==> src/rtl/nand_ecc_pkg.sv <==
package nand_ecc_pkg;

  typedef enum logic [1:0] {
    ECC_CLEAN    = 2'd0,
    ECC_FIXED    = 2'd1,
    ECC_CODE_ERR = 2'd2,
    ECC_FATAL    = 2'd3
  } ecc_status_e;

endpackage

==> src/rtl/ecc_code_pack.sv <==
module ecc_code_pack #(
  parameter int HALF_W = 12,
  parameter int RSV_W  = 4,
  localparam int SEG_W  = HALF_W + RSV_W,
  localparam int RAW_W  = 2 * SEG_W,
  localparam int CODE_W = 2 * HALF_W
) (
  input  logic [RAW_W-1:0]  raw,
  output logic [CODE_W-1:0] code
);

  logic [CODE_W-1:0] squeezed;

  // Each half keeps its low HALF_W bits; the reserved top nibble is dropped.
  for (genvar h = 0; h < 2; h++) begin : g_half
    assign squeezed[h*HALF_W +: HALF_W] = raw[h*SEG_W +: HALF_W];
  end

  // Inverted so that an erased sector produces an all-ones code.
  assign code = ~squeezed;

endmodule

==> src/rtl/ecc_classify.sv <==
module ecc_classify
  import nand_ecc_pkg::*;
#(
  parameter int HALF_W       = 12,
  parameter int IDX_W        = 3,
  parameter int SECTOR_BYTES = 512,
  localparam int CODE_W = 2 * HALF_W,
  localparam int OFF_W  = HALF_W - IDX_W,
  localparam int MASK_W = 1 << IDX_W
) (
  input  logic [CODE_W-1:0] calc,
  input  logic [CODE_W-1:0] stored,
  output ecc_status_e       status,
  output logic [OFF_W-1:0]  offset,
  output logic [MASK_W-1:0] mask
);

  logic [CODE_W-1:0] diff;
  logic [CODE_W-1:0] diff_m1;
  logic [HALF_W-1:0] hi_half;
  logic [HALF_W-1:0] lo_half;
  logic [OFF_W-1:0]  byte_pos;
  logic [IDX_W-1:0]  bit_pos;
  logic              is_zero;
  logic              is_compl;
  logic              is_single;
  logic              in_range;

  assign diff      = calc ^ stored;
  assign diff_m1   = diff - CODE_W'(1);
  assign hi_half   = diff[CODE_W-1:HALF_W];
  assign lo_half   = diff[HALF_W-1:0];
  assign byte_pos  = diff[CODE_W-1:HALF_W+IDX_W];
  assign bit_pos   = diff[HALF_W+IDX_W-1:HALF_W];
  assign is_zero   = (diff == '0);
  assign is_compl  = ((hi_half ^ lo_half) == '1);
  assign is_single = !is_zero && ((diff & diff_m1) == '0);
  assign in_range  = (32'(byte_pos) < 32'(SECTOR_BYTES));

  always_comb begin
    status = ECC_FATAL;
    offset = '0;
    mask   = '0;
    if (is_zero) begin
      status = ECC_CLEAN;
    end else if (is_compl) begin
      if (in_range) begin
        status = ECC_FIXED;
        offset = byte_pos;
        mask   = MASK_W'(1) << bit_pos;
      end
    end else if (is_single) begin
      status = ECC_CODE_ERR;
    end
  end

endmodule

==> src/rtl/nand_ecc_check.sv <==
module nand_ecc_check
  import nand_ecc_pkg::*;
#(
  parameter int HALF_W       = 12,
  parameter int RSV_W        = 4,
  parameter int IDX_W        = 3,
  parameter int SECTOR_BYTES = 512,
  localparam int RAW_W  = 2 * (HALF_W + RSV_W),
  localparam int CODE_W = 2 * HALF_W,
  localparam int OFF_W  = HALF_W - IDX_W,
  localparam int MASK_W = 1 << IDX_W
) (
  input  logic              clk,
  input  logic              rst,
  input  logic              in_valid,
  output logic              in_ready,
  input  logic [RAW_W-1:0]  in_raw,
  input  logic [CODE_W-1:0] in_stored,
  output logic              out_valid,
  output logic [CODE_W-1:0] out_code,
  output logic [1:0]        out_status,
  output logic [OFF_W-1:0]  out_offset,
  output logic [MASK_W-1:0] out_mask
);

  logic              accept;
  logic [CODE_W-1:0] calc_code;
  ecc_status_e       cls_status;
  logic [OFF_W-1:0]  cls_offset;
  logic [MASK_W-1:0] cls_mask;

  logic              ready_q;
  logic              valid_q;
  logic [CODE_W-1:0] code_q;
  ecc_status_e       status_q;
  logic [OFF_W-1:0]  offset_q;
  logic [MASK_W-1:0] mask_q;

  assign accept = in_valid && ready_q;

  ecc_code_pack #(
    .HALF_W (HALF_W),
    .RSV_W  (RSV_W)
  ) pack_i (
    .raw  (in_raw),
    .code (calc_code)
  );

  ecc_classify #(
    .HALF_W       (HALF_W),
    .IDX_W        (IDX_W),
    .SECTOR_BYTES (SECTOR_BYTES)
  ) cls_i (
    .calc   (calc_code),
    .stored (in_stored),
    .status (cls_status),
    .offset (cls_offset),
    .mask   (cls_mask)
  );

  always_ff @(posedge clk) begin
    if (rst) begin
      ready_q  <= 1'b0;
      valid_q  <= 1'b0;
      code_q   <= '0;
      status_q <= ECC_CLEAN;
      offset_q <= '0;
      mask_q   <= '0;
    end else begin
      ready_q <= 1'b1;
      valid_q <= accept;
      if (accept) begin
        code_q   <= calc_code;
        status_q <= cls_status;
        offset_q <= cls_offset;
        mask_q   <= cls_mask;
      end
    end
  end

  assign in_ready   = ready_q;
  assign out_valid  = valid_q;
  assign out_code   = code_q;
  assign out_status = status_q;
  assign out_offset = offset_q;
  assign out_mask   = mask_q;

  AST_PULSE_AFTER_ACCEPT: assert property (@(posedge clk) disable iff (rst)
    accept |=> out_valid);
  AST_NO_PULSE_IDLE: assert property (@(posedge clk) disable iff (rst)
    !accept |=> !out_valid);
  AST_HOLD_IDLE: assert property (@(posedge clk) disable iff (rst)
    !accept |=> ($stable(out_code) && $stable(out_status) &&
                 $stable(out_offset) && $stable(out_mask)));
  AST_FIXED_ONE_HOT: assert property (@(posedge clk) disable iff (rst)
    (out_status == 2'd1) |-> ($countones(out_mask) == 1));
  AST_QUIET_WHEN_UNFIXED: assert property (@(posedge clk) disable iff (rst)
    (out_status != 2'd1) |-> (out_mask == '0 && out_offset == '0));
  AST_OFFSET_IN_SECTOR: assert property (@(posedge clk) disable iff (rst)
    (out_status == 2'd1) |-> (32'(out_offset) < 32'(SECTOR_BYTES)));
  AST_CODE_ERR_ONE_BIT: assert property (@(posedge clk) disable iff (rst)
    (accept && cls_status == ECC_CODE_ERR) |=>
      ($countones(out_code ^ $past(in_stored)) == 1));

endmodule

==> config.mk <==
export PLATFORM = sky130hd
export DESIGN_NAME = nand_ecc_check
export DESIGN_NICKNAME = d
export VERILOG_FILES = /design/src/rtl/nand_ecc_pkg.sv /design/src/rtl/ecc_code_pack.sv /design/src/rtl/ecc_classify.sv /design/src/rtl/nand_ecc_check.sv
export SDC_FILE = /design/constraint.sdc
export NUM_CORES = 1
export LEC_CHECK = 0
export ABC_CLOCK_PERIOD_IN_PS = 3000
export BUFFER_PORTS_ARGS = -buffer_cell sky130_fd_sc_hd__buf_2
export CORE_MARGIN = 2
export CORE_UTILIZATION = 30
export CTS_CLUSTER_SIZE = 12
export DETAILED_ROUTE_END_ITERATION = 16
export GPL_ROUTABILITY_DRIVEN = 0
export HOLD_SLACK_MARGIN = 0.03
export SLEW_MARGIN = 10
export SYNTH_ARGS = -nofsm -noshare
export SYNTH_HDL_FRONTEND = slang
export SYNTH_SLANG_ARGS = --single-unit
==> constraint.sdc <==
create_clock -name clk -period 3 [get_ports clk]
set_input_delay 0.6 -clock clk [delete_from_list [all_inputs] [get_ports clk]]
set_output_delay 0.6 -clock clk [all_outputs]
set_load 0.02 [all_outputs]
# Yosys cells after proc, flatten, opt, wreduce, memory -nomap -nowiden
# Index checks and enable logic that the tools add are counted.
# op_classes
add_sub_neg	1
mul	0
div_mod_pow	0
magnitude_cmp	0
eq_ne	1
shifts	1
mux	8
bitwise_logic	4
reduce_logical	5
# op_table
op	count
logical NOT 24 bit	2
AND 24 bit	1
NOT 24 bit	1
subtractor 24 x 1 -> 24 bit, second input constant	1
XOR 24 bit	1
2-to-1 mux 9 bit	2
2-to-1 mux 8 bit	2
== test 12 bit, second input constant	1
XOR 12 bit	1
<< shifter 1 x 3 -> 8 bit, first input constant	1
2-to-1 mux 2 bit	2
logical AND 1 bit	2
2-to-1 mux 1 bit	2
logical NOT 1 bit	1
# word_totals
regBits	45
latchBits	0
ram_bits	0
rom_bits	0
in_bits	59
output_inout_bits	45
elab_cells	26
n_memories	0

# Depth between registers and ports, before layout
# Gate-level depths: netlist of the first run.
# depth
word_depth	9
ltp_mapped	8
depth_no_buf	7

# Modules after synthesis
# From an unflattened synthesis of the first run, not the netlist that was laid out.
# hier_totals
cells_unflattened	287
area_unflattened_um2	2772.7
# by_module_without_submodules
mod	instances	cells_per_inst	area_per_inst_um2	seq_area_each_um2
nand_ecc_check	1	157	1880.6	900.9
ecc_classify	1	106	802.0	0.0
ecc_code_pack	1	24	90.1	0.0

# Worst setup path before layout of the first run
# Ideal clock, no wire load.
# synth_timing
path_kind	input -> register
from	input port in_stored[2]
to	register status_q[0] (netlist: out_status[0])
setup_time_ns	0.124
arrival_ns	2.138
required_time_ns	2.876
path_slack_ns	0.738
path_stages	7
n_path_buf	0
path_cell_list	xnor2_1 or3_1 a21oi_1 nor2_1 or4_1 nor4_1 a21oi_1
# synth_between
elab_chain_cells	8
elab_cells_between_ends	12
cone_classes	add/sub: 1; eq/ne: 1; mux: 3; bitwise: 3; reduce/logical: 4
# synth_rtl
item	line_no	text
from (decl)	nand_ecc_check.sv:18	input logic [CODE_W-1:0] in_stored,
XOR 24 bit (*)	ecc_classify.sv:29	assign diff = calc ^ stored;
subtractor 24 x 1 -> 24 bit	ecc_classify.sv:30	assign diff_m1 = diff - CODE_W'(1);
AND 24 bit	ecc_classify.sv:37	assign is_single = !is_zero && ((diff & diff_m1) == '0);
logical NOT 24 bit	ecc_classify.sv:37	
logical AND 1 bit	ecc_classify.sv:37	
2-to-1 mux 1 bit	ecc_classify.sv:52	end else if (is_single) begin
2-to-1 mux 2 bit	ecc_classify.sv:46	end else if (is_compl) begin
2-to-1 mux 2 bit (*)	ecc_classify.sv:44	if (is_zero) begin
to (signal assigned)	nand_ecc_check.sv:74	status_q <= cls_status;
to (decl)	nand_ecc_check.sv:35	ecc_status_e status_q;
# Mark *: on every way between the ends. The rest lies on a longest branch, timed or not.
# A chain may end at the register's enable or synchronous reset.

# Worst setup path after layout of the first run
# layout_timing
from	input port in_raw[0]
to	register status_q[0] (netlist: out_status[0])
# layout_between
elab_chain_cells	9
elab_cells_between_ends	13
cone_classes	add/sub: 1; eq/ne: 1; mux: 3; bitwise: 4; reduce/logical: 4
# layout_rtl
item	line_no	text
from (decl)	nand_ecc_check.sv:17	input logic [RAW_W-1:0] in_raw,
NOT 24 bit (*)	ecc_code_pack.sv:20	assign code = ~squeezed;
XOR 24 bit (*)	ecc_classify.sv:29	
subtractor 24 x 1 -> 24 bit	ecc_classify.sv:30	
AND 24 bit	ecc_classify.sv:37	
logical NOT 24 bit	ecc_classify.sv:37	
logical AND 1 bit	ecc_classify.sv:37	
2-to-1 mux 1 bit	ecc_classify.sv:52	
2-to-1 mux 2 bit	ecc_classify.sv:46	
2-to-1 mux 2 bit (*)	ecc_classify.sv:44	
# Marks and branches as above.

==> results of run 1 <==
==> power groups by stage <==
stage               logic, W  clock network [W]  registers, W
floorplan           0.000167                  0      0.000676
global placement    0.000329                  0      0.000646
detailed placement  0.000332                  0      0.000646
CTS                 0.000334           0.000413      0.000632
global route        0.000365           0.000445      0.000636
finish              0.000334           0.000404      0.000632
==> sequential cells by signal (all words and copies together) (netlist names) <==
signal / cells
out_code: 24
out_offset: 9
out_mask: 8
out_status: 2
in_ready: 1
out_valid: 1
==> final timing paths <==
kind | start | endpoint | slack [ps]
min reg2reg | out_offset[6] | out_offset[6] | 460
min | out_offset[6] | out_offset[6] | 460
max reg2reg | in_ready | out_status[0] | 950
max | in_raw[0] | out_status[0] | 660
==> per-stage QoR <==
stage / cells / hold WS, ps
6_report: 463 / 457.9
3_5_place_dp: 455 / 447.1
4_1_cts: 463 / 458.0
3_3_place_gp: 455 / 440.6
5_1_grt: 463 / 478.8
2_1_floorplan: 263 / 530.3
==> final cells by class <==
class | instances | area share, %
well taps | 99 | 4.186
inverters | 3 | 0.3805
clock inverters | 2 | 0.4651
repair buffers | 108 | 19.37
multi-input cells | 200 | 42.37
flip-flops and latches | 45 | 30.44
clock buffers | 6 | 2.791
==> critical path, cell delays in order <==
cell     delay [ps]
buf_2           110
xnor2_1         520
xor2_1          170
nand4_1         150
nor3_2           60
or4_1           520
nor4_1          290
a21oi_1         110
==> placed cells by master (no fill, tap or decap), drive strengths merged, types with 2 or more instances in the layout <==
master | synthesis | final
dfxtp | 45 | 45
nand4 | 9 | 9
a21oi | 18 | 18
nand4b | 2 | 2
and2 | 3 | 3
nand2b | 2 | 2
nand2 | 13 | 13
and3 | 2 | 2
xnor2 | 27 | 27
inv | 3 | 3
nor2 | 44 | 44
clkinv | 0 | 2
nor4 | 5 | 5
clkbuf | 12 | 6
a211oi | 26 | 26
o21ai | 6 | 6
buf | 3 | 108
nor3 | 6 | 6
nand3 | 9 | 9
xor2 | 12 | 12
a22oi | 7 | 7
==> layer usage <==
| layer | part of all wire (%) | routed length [um] |
|---|---|---|
| met5 | 0 | 0 |
| met4 | 1.6 | 107 |
| met3 | 8.1 | 526 |
| met2 | 45 | 2925 |
| met1 | 45 | 2936 |
==> logic make-up after synthesis <==
logic type | after synthesis | share of synthesized area (%)
compound gates | 62 | 18.35
xor+xnor | 39 | 16.71
fa+ha+maj | 1 | 0.4502
buf+inv | 18 | 3.151
flops | 45 | 40.52
simple gates | 98 | 20.82
==> run summary, run 1 <==
CTS Buf Count = 5
GRT met3 Usage = 4.862%
FILL cells = 787
Port-buffer cells = 95
Reg power frac = 46.1%
final design utilization = 41.02%
share of layout cells above drive strength 1 = 33.79%
row count = 31
grt met2 use = 25.44%
Int Pwr = 0.0009389 W
final hold vios = 0
vias in the first global route = 2,163
diode count = 0
I/O pin total = 104
Least-Margin Pin Slew = 633.3 ps
GRT Residual Overflow = 0
clock share of power = 29.5%
Starting Density = 30.82%
first-pass GRT wire length = 10.71 mm
VDD IR max = 0.1972 mV
Final TNS setup = 0 ps
DP HPWL = 4.808 mm
Die X = 90.09 um
post-CTS sizing = 0
WL per Instance = 14.03 um
drt pass-1 iters = 4
register area = 900.9 um^2
Final Total Pwr = 0.001370 W
P_leak = 1.229 nW
Multi-input gate area = 1254 um^2
Max Freq = 427.0 MHz
Combinational Power Share = 24.4%
CP max FO = 6
cell area after synthesis = 2223 um^2
CTS tree = built
CP required = 3190 ps
Area Growth Syn to Fin = 33.09%
clk sinks = 45
worst reg2reg path depth = 7
Distinct cells, synth = 33
Yosys top cell area share = 40.52%
Startpoint Class = primary input
final instance area = 2959 um^2
Mapped Nets = 322
cells taking the most area after synthesis = dfxtp_1 41%, xnor2_1 10%, a211oi_1 8.8%, nor2_1 7.4%, a21oi_1 4.1%
number of synthesized flops with an enable pin = 0
Placed Area = 2863 um^2
max-slew violations = 0
largest net degree at the start of global routing = 44
hold depth = 2
CP Capture Type = flip-flop
Crit Path Class = in2reg
Die H = 90.09 um
all-layer global routing usage = 16.38%
via count = 2,282
Root Buffer Master = clkbuf_8
worst rel slew slack = 57.48%
Synth Flop Type = dfxtp_1
status = finished, final reports clean
most frequent cell after synthesis = dfxtp_1
warning count from the yosys run = 0
Sw Ratio = 31.45%
ys async rst share = 0%
clock latency on the worst-skew pair = 310 ps
Cell Pwr Density = 462.9 nW/um^2
register area share after synthesis = 40.52%
RSZ-0062 raised after global routing = no
routed wire length = 6.496 mm
Routed Antenna Nets = 0
Post-CTS Setup Inserts = 0
Core Footprint = 7214 um^2
H-tree level count = 2
Avg Cell Area, Syn = 8.454 um^2
met1 GRT Util = 21.46%
total die area = 8116 um^2
nets = 422
critical path arrival = 2530 ps
cts hold-fix bufs = 0
min-delay worst type = reg2reg
# DRC = 0
Synth area leader = dfxtp_1
final critical-path required period = 2342 ps
antenna violations before repair = 0
DR iter-0 viols = 179
CTS max path bufs = 2
fin crit share = 78.06%
Worst-path clk slew = 90 ps
pre-CTS setup slack = 419.9 ps
Yosys reg bits = 45
Layout Skew = 7.009 ps
Max Cap Violations = 0
Sw Pwr = 0.0004308 W
most frequent cells after synthesis = 45 x dfxtp_1, 44 x nor2_1, 26 x a211oi_1, 26 x xnor2_1, 18 x a21oi_1
GRT busiest layer = met2
final setup vio count = 0
worst setup margin = 658.1 ps
Vias/cell = 4.929
Gate Count Post-Synth = 263
Note: power is estimated with default switching activity, not from simulation.
==> run 2: changes to the inputs <==
--- a/config.mk
+++ b/config.mk
@@ -5,7 +5,8 @@
 export SDC_FILE = /design/constraint.sdc
 export NUM_CORES = 1
 export LEC_CHECK = 0
-export ABC_CLOCK_PERIOD_IN_PS = 3000
+export ABC_AREA = 1
+export ABC_CLOCK_PERIOD_IN_PS = 2190
 export BUFFER_PORTS_ARGS = -buffer_cell sky130_fd_sc_hd__buf_2
 export CORE_MARGIN = 2
 export CORE_UTILIZATION = 30
==> constraint.sdc (replaced) <==
create_clock -name clk -period 2.19 [get_ports clk]
set_input_delay 0.438 -clock clk [delete_from_list [all_inputs] [get_ports clk]]
set_output_delay 0.438 -clock clk [all_outputs]
set_load 0.02 [all_outputs]
==> run 2 against run 1 <==
Effect of this change: setup slack lost 200 ps; critical path depth up 6; total power increased by 43%; sequential cell count unchanged; utilization decreased by 2.5 points; critical endpoint unchanged; largest power group unchanged.
==> run summary, run 2 <==
Compound-Gate Fraction of Synth Area = 12.54% (was 18.35%)
worst-path cell chain = buf_2 > inv_1 > nand2_1 > nand2_1 > nor2_1 > nand2_1 > nor2_1 > nand2_1 > o21ai_0 > nand3_1 > nor2_1 > nand2_1 > nand2_1 > a21oi_1 (was buf_2 > xnor2_1 > xor2_1 > nand4_1 > nor3_2 > or4_1 > nor4_1 > a21oi_1)
Die H = 103.4 um (was 90.09 um)
Reg power frac = 44.2% (was 46.1%)
Max Freq = 577.4 MHz
M1 wire length = 4.086 mm (was 2.936 mm)
Yosys top cell area share = 30.90% (was 40.52%)
post-CTS sizing = 0 (unchanged)
clock latency on the worst-skew pair = 320 ps (was 310 ps)
commonest cells after routing, fill and taps aside = 244 x nand2_1, 95 x buf_2, 60 x inv_1 (was 95 x buf_2, 45 x dfxtp_1, 44 x nor2_1)
worst rel slew slack = 50.79% (was 57.48%)
CP Capture Type = flip-flop (unchanged)
Sw Pwr = 0.0007045 W (was 0.0004308 W)
Layout Skew = 8.051 ps (was 7.009 ps)
Startpoint Class = primary input (unchanged)
DR iter-0 viols = 241 (was 179)
Synth area leader = nand2_1 (was dfxtp_1)
Vias/cell = 4.650 (was 4.929)
Cell Pwr Density = 524.8 nW/um^2 (was 462.9 nW/um^2)
all-layer global routing usage = 17.98% (was 16.38%)
final critical-path required period = 1732 ps
status = finished, final reports clean (unchanged)
post-synthesis xor/xnor area fraction = 1.773% (was 16.71%)
first-pass GRT wire length = 15.12 mm (was 10.71 mm)
# DRC = 0 (unchanged)
final hold vios = 0 (unchanged)
most frequent cells after synthesis = 244 x nand2_1, 60 x inv_1, 50 x nor2_1, 45 x dfxtp_1, 43 x a21oi_1 (was 45 x dfxtp_1, 44 x nor2_1, 26 x a211oi_1, 26 x xnor2_1, 18 x a21oi_1)
WL per Instance = 12.05 um (was 14.03 um)
CP dominant cell by count = nand2_1
Root Buffer Master = clkbuf_8 (unchanged)
clock share of power = 28.6% (was 29.5%)
Synth Area in Adders = 0% (was 0.4502%)
max-slew violations = 0 (unchanged)
Int Pwr = 0.001254 W (was 0.0009389 W)
Final TNS setup = 0 ps (unchanged)
worst setup margin = 458.1 ps (was 658.1 ps)
Avg Cell Area, Syn = 5.540 um^2 (was 8.454 um^2)
Core Footprint = 9684 um^2 (was 7214 um^2)
# placed instances = 760 (was 455)
DP HPWL = 7.490 mm (was 4.808 mm)
RSZ-0062 raised after global routing = no (unchanged)
post-synthesis simple-gate area fraction = 45.59% (was 20.82%)
CTS tree = built (unchanged)
largest net degree at the start of global routing = 35 (was 44)
P_leak = 2.065 nW (was 1.229 nW)
Multi-input gate area = 1775 um^2 (was 1254 um^2)
nets = 693 (was 422)
clk sinks = 45 (unchanged)
cells taking the most area after synthesis = nand2_1 31%, dfxtp_1 30%, inv_1 7.6%, a21oi_1 7.3%, nor2_1 6.3% (was dfxtp_1 41%, xnor2_1 10%, a211oi_1 8.8%, nor2_1 7.4%, a21oi_1 4.1%)
vias in the first global route = 3,239 (was 2,163)
FILL cells = 1,090 (was 787)
Starting Density = 30.61% (was 30.82%)
commonest non-fill, non-tap cell in the layout = nand2_1 (was buf_2)
Gate Count Post-Synth = 535 (was 263)
metal2 WL = 4.173 mm (was 2.925 mm)
CTS Buf Count = 5 (unchanged)
VDD IR max = 0.2410 mV (was 0.1972 mV)
GRT Residual Overflow = 0 (unchanged)
register area = 900.9 um^2 (unchanged)
final setup vio count = 0 (unchanged)
via count = 3,571 (was 2,282)
Crit Path Class = in2reg (unchanged)
ys async rst share = 0% (unchanged)
drt pass-1 iters = 5 (was 4)
Port-buffer cells = 95 (unchanged)
final design utilization = 38.54% (was 41.02%)
Routed Antenna Nets = 0 (unchanged)
CP peak stage delay = 220 ps (was 520 ps)
fin crit share = 79.08%
mux contribution to synthesized area = 0% (unchanged)
diode count = 0 (unchanged)
Yosys reg bits = 45 (unchanged)
Mapped Nets = 594 (was 322)
Area Growth Syn to Fin = 25.92% (was 33.09%)
CP required = 2390 ps (was 3190 ps)
CP max stage cell = nor2_1 (was xnor2_1)
warning count from the yosys run = 0 (unchanged)
Post-CTS Setup Inserts = 0 (unchanged)
max FFs per register = 24 (unchanged)
met3 WL = 787 um (was 526 um)
Sw Ratio = 35.97% (was 31.45%)
I/O pin total = 104 (unchanged)
number of synthesized flops with an enable pin = 0 (unchanged)
critical path arrival = 1930 ps (was 2530 ps)
Finished Layout Cells = 768 (was 463)
min-delay worst type = in2reg (was reg2reg)
pre-CTS setup slack = 168.4 ps (was 419.9 ps)
Final Total Pwr = 0.001959 W (was 0.001370 W)
cts hold-fix bufs = 0 (unchanged)
most frequent cell after synthesis = nand2_1 (was dfxtp_1)
Top Layer Used = met4 (unchanged)
antenna violations before repair = 0 (unchanged)
Max Cap Violations = 0 (unchanged)
Combinational Power Share = 27.2% (was 24.4%)
total die area = 10,690 um^2 (was 8116 um^2)
Worst-path clk slew = 100 ps (was 90 ps)
Least-Margin Pin Slew = 737.3 ps (was 633.3 ps)
Distinct cells, synth = 19 (was 33)
CTS max path bufs = 2 (unchanged)
cell area after synthesis = 2964 um^2 (was 2223 um^2)
H-tree level count = 2 (unchanged)
row count = 36 (was 31)
share of layout cells above drive strength 1 = 18.74% (was 33.79%)
CP max FO = 5 (was 6)
Synth Flop Type = dfxtp_1 (unchanged)
routed wire length = 9.255 mm (was 6.496 mm)
Die X = 103.4 um (was 90.09 um)
register area share after synthesis = 30.39% (was 40.52%)
largest family of logic cells by synthesized area = simple AND/OR/NAND/NOR gates (unchanged)
[run 2: changes by cell type after synthesis, moves of 14 or more]
| cell | delta |
|---|---|
| a211oi_1 | -26 |
| a21oi_1 | +25 |
| xnor2_1 | -23 |
| nand3_1 | +14 |
| nand2_1 | +231 |
| o21ai_0 | +24 |
| inv_1 | +57 |
[run 2: through the flow]
stage,instance area [um^2],hold slack [ps]
detailed placement,3638,452.4
finish,3732,307.4
global route,3732,308.8
floorplan,2964,527.5
global placement,3638,449.1
CTS,3732,307.8
[run 2: path summary, 6_finish.rpt]
kind / cells after the start / from / to / slack (ps)
worst min-delay path: 2 / in_raw[21] / out_code[17] / 310
worst max-delay path: 14 / in_raw[4] / out_status[0] / 460
worst max register to register: 5 / in_ready / out_mask[3] / 1050
worst min register to register: 2 / out_offset[2] / out_offset[2] / 460
[run 2: layout make-up]
| class | count | area share, % |
|---|---|---|
| Clock buffer | 5 | 1.844 |
| Multi-Input combinational cell | 416 | 47.57 |
| Inverter | 60 | 6.034 |
| Clock inverter | 3 | 0.6705 |
| Tap cell | 133 | 4.459 |
| Sequential cell | 45 | 24.14 |
| Timing Repair Buffer | 106 | 15.29 |
[run 2: critical path: cells and delay by family]
kind | cells | cell delay, ps
compound gates | 2 | 220
buf+inv | 2 | 170
simple gates | 10 | 1090
[run 2: power by group through the flow]
stage | Sequential (W) | Combinational [W] | Clock [W]
after floorplan | 0.000925 | 0.000281 | 0
after CTS | 0.000865 | 0.000530 | 0.000584
after global placement | 0.000883 | 0.000517 | 0
after global routing | 0.000870 | 0.000598 | 0.000617
final | 0.000865 | 0.000533 | 0.000561
after detailed placement | 0.000884 | 0.000528 | 0
[run 2: cells by family (layout without fill, tap and decap cells)]
group	Yosys count	after routing
AO/OA/AOI/OAI	74	74
XOR/XNOR	6	6
buffers and inverters	74	174
flip-flops	45	45
AND/OR/NAND/NOR	336	336
[run 2: layer usage]
| metal | track usage (%) | vias up |
|---|---|---|
| li1 | - | 1863 |
| met1 | 23.51 | 1544 |
| met2 | 29.53 | 144 |
| met3 | 3.495 | 20 |
| met4 | 6.377 | 0 |
| met5 | 0 | - |
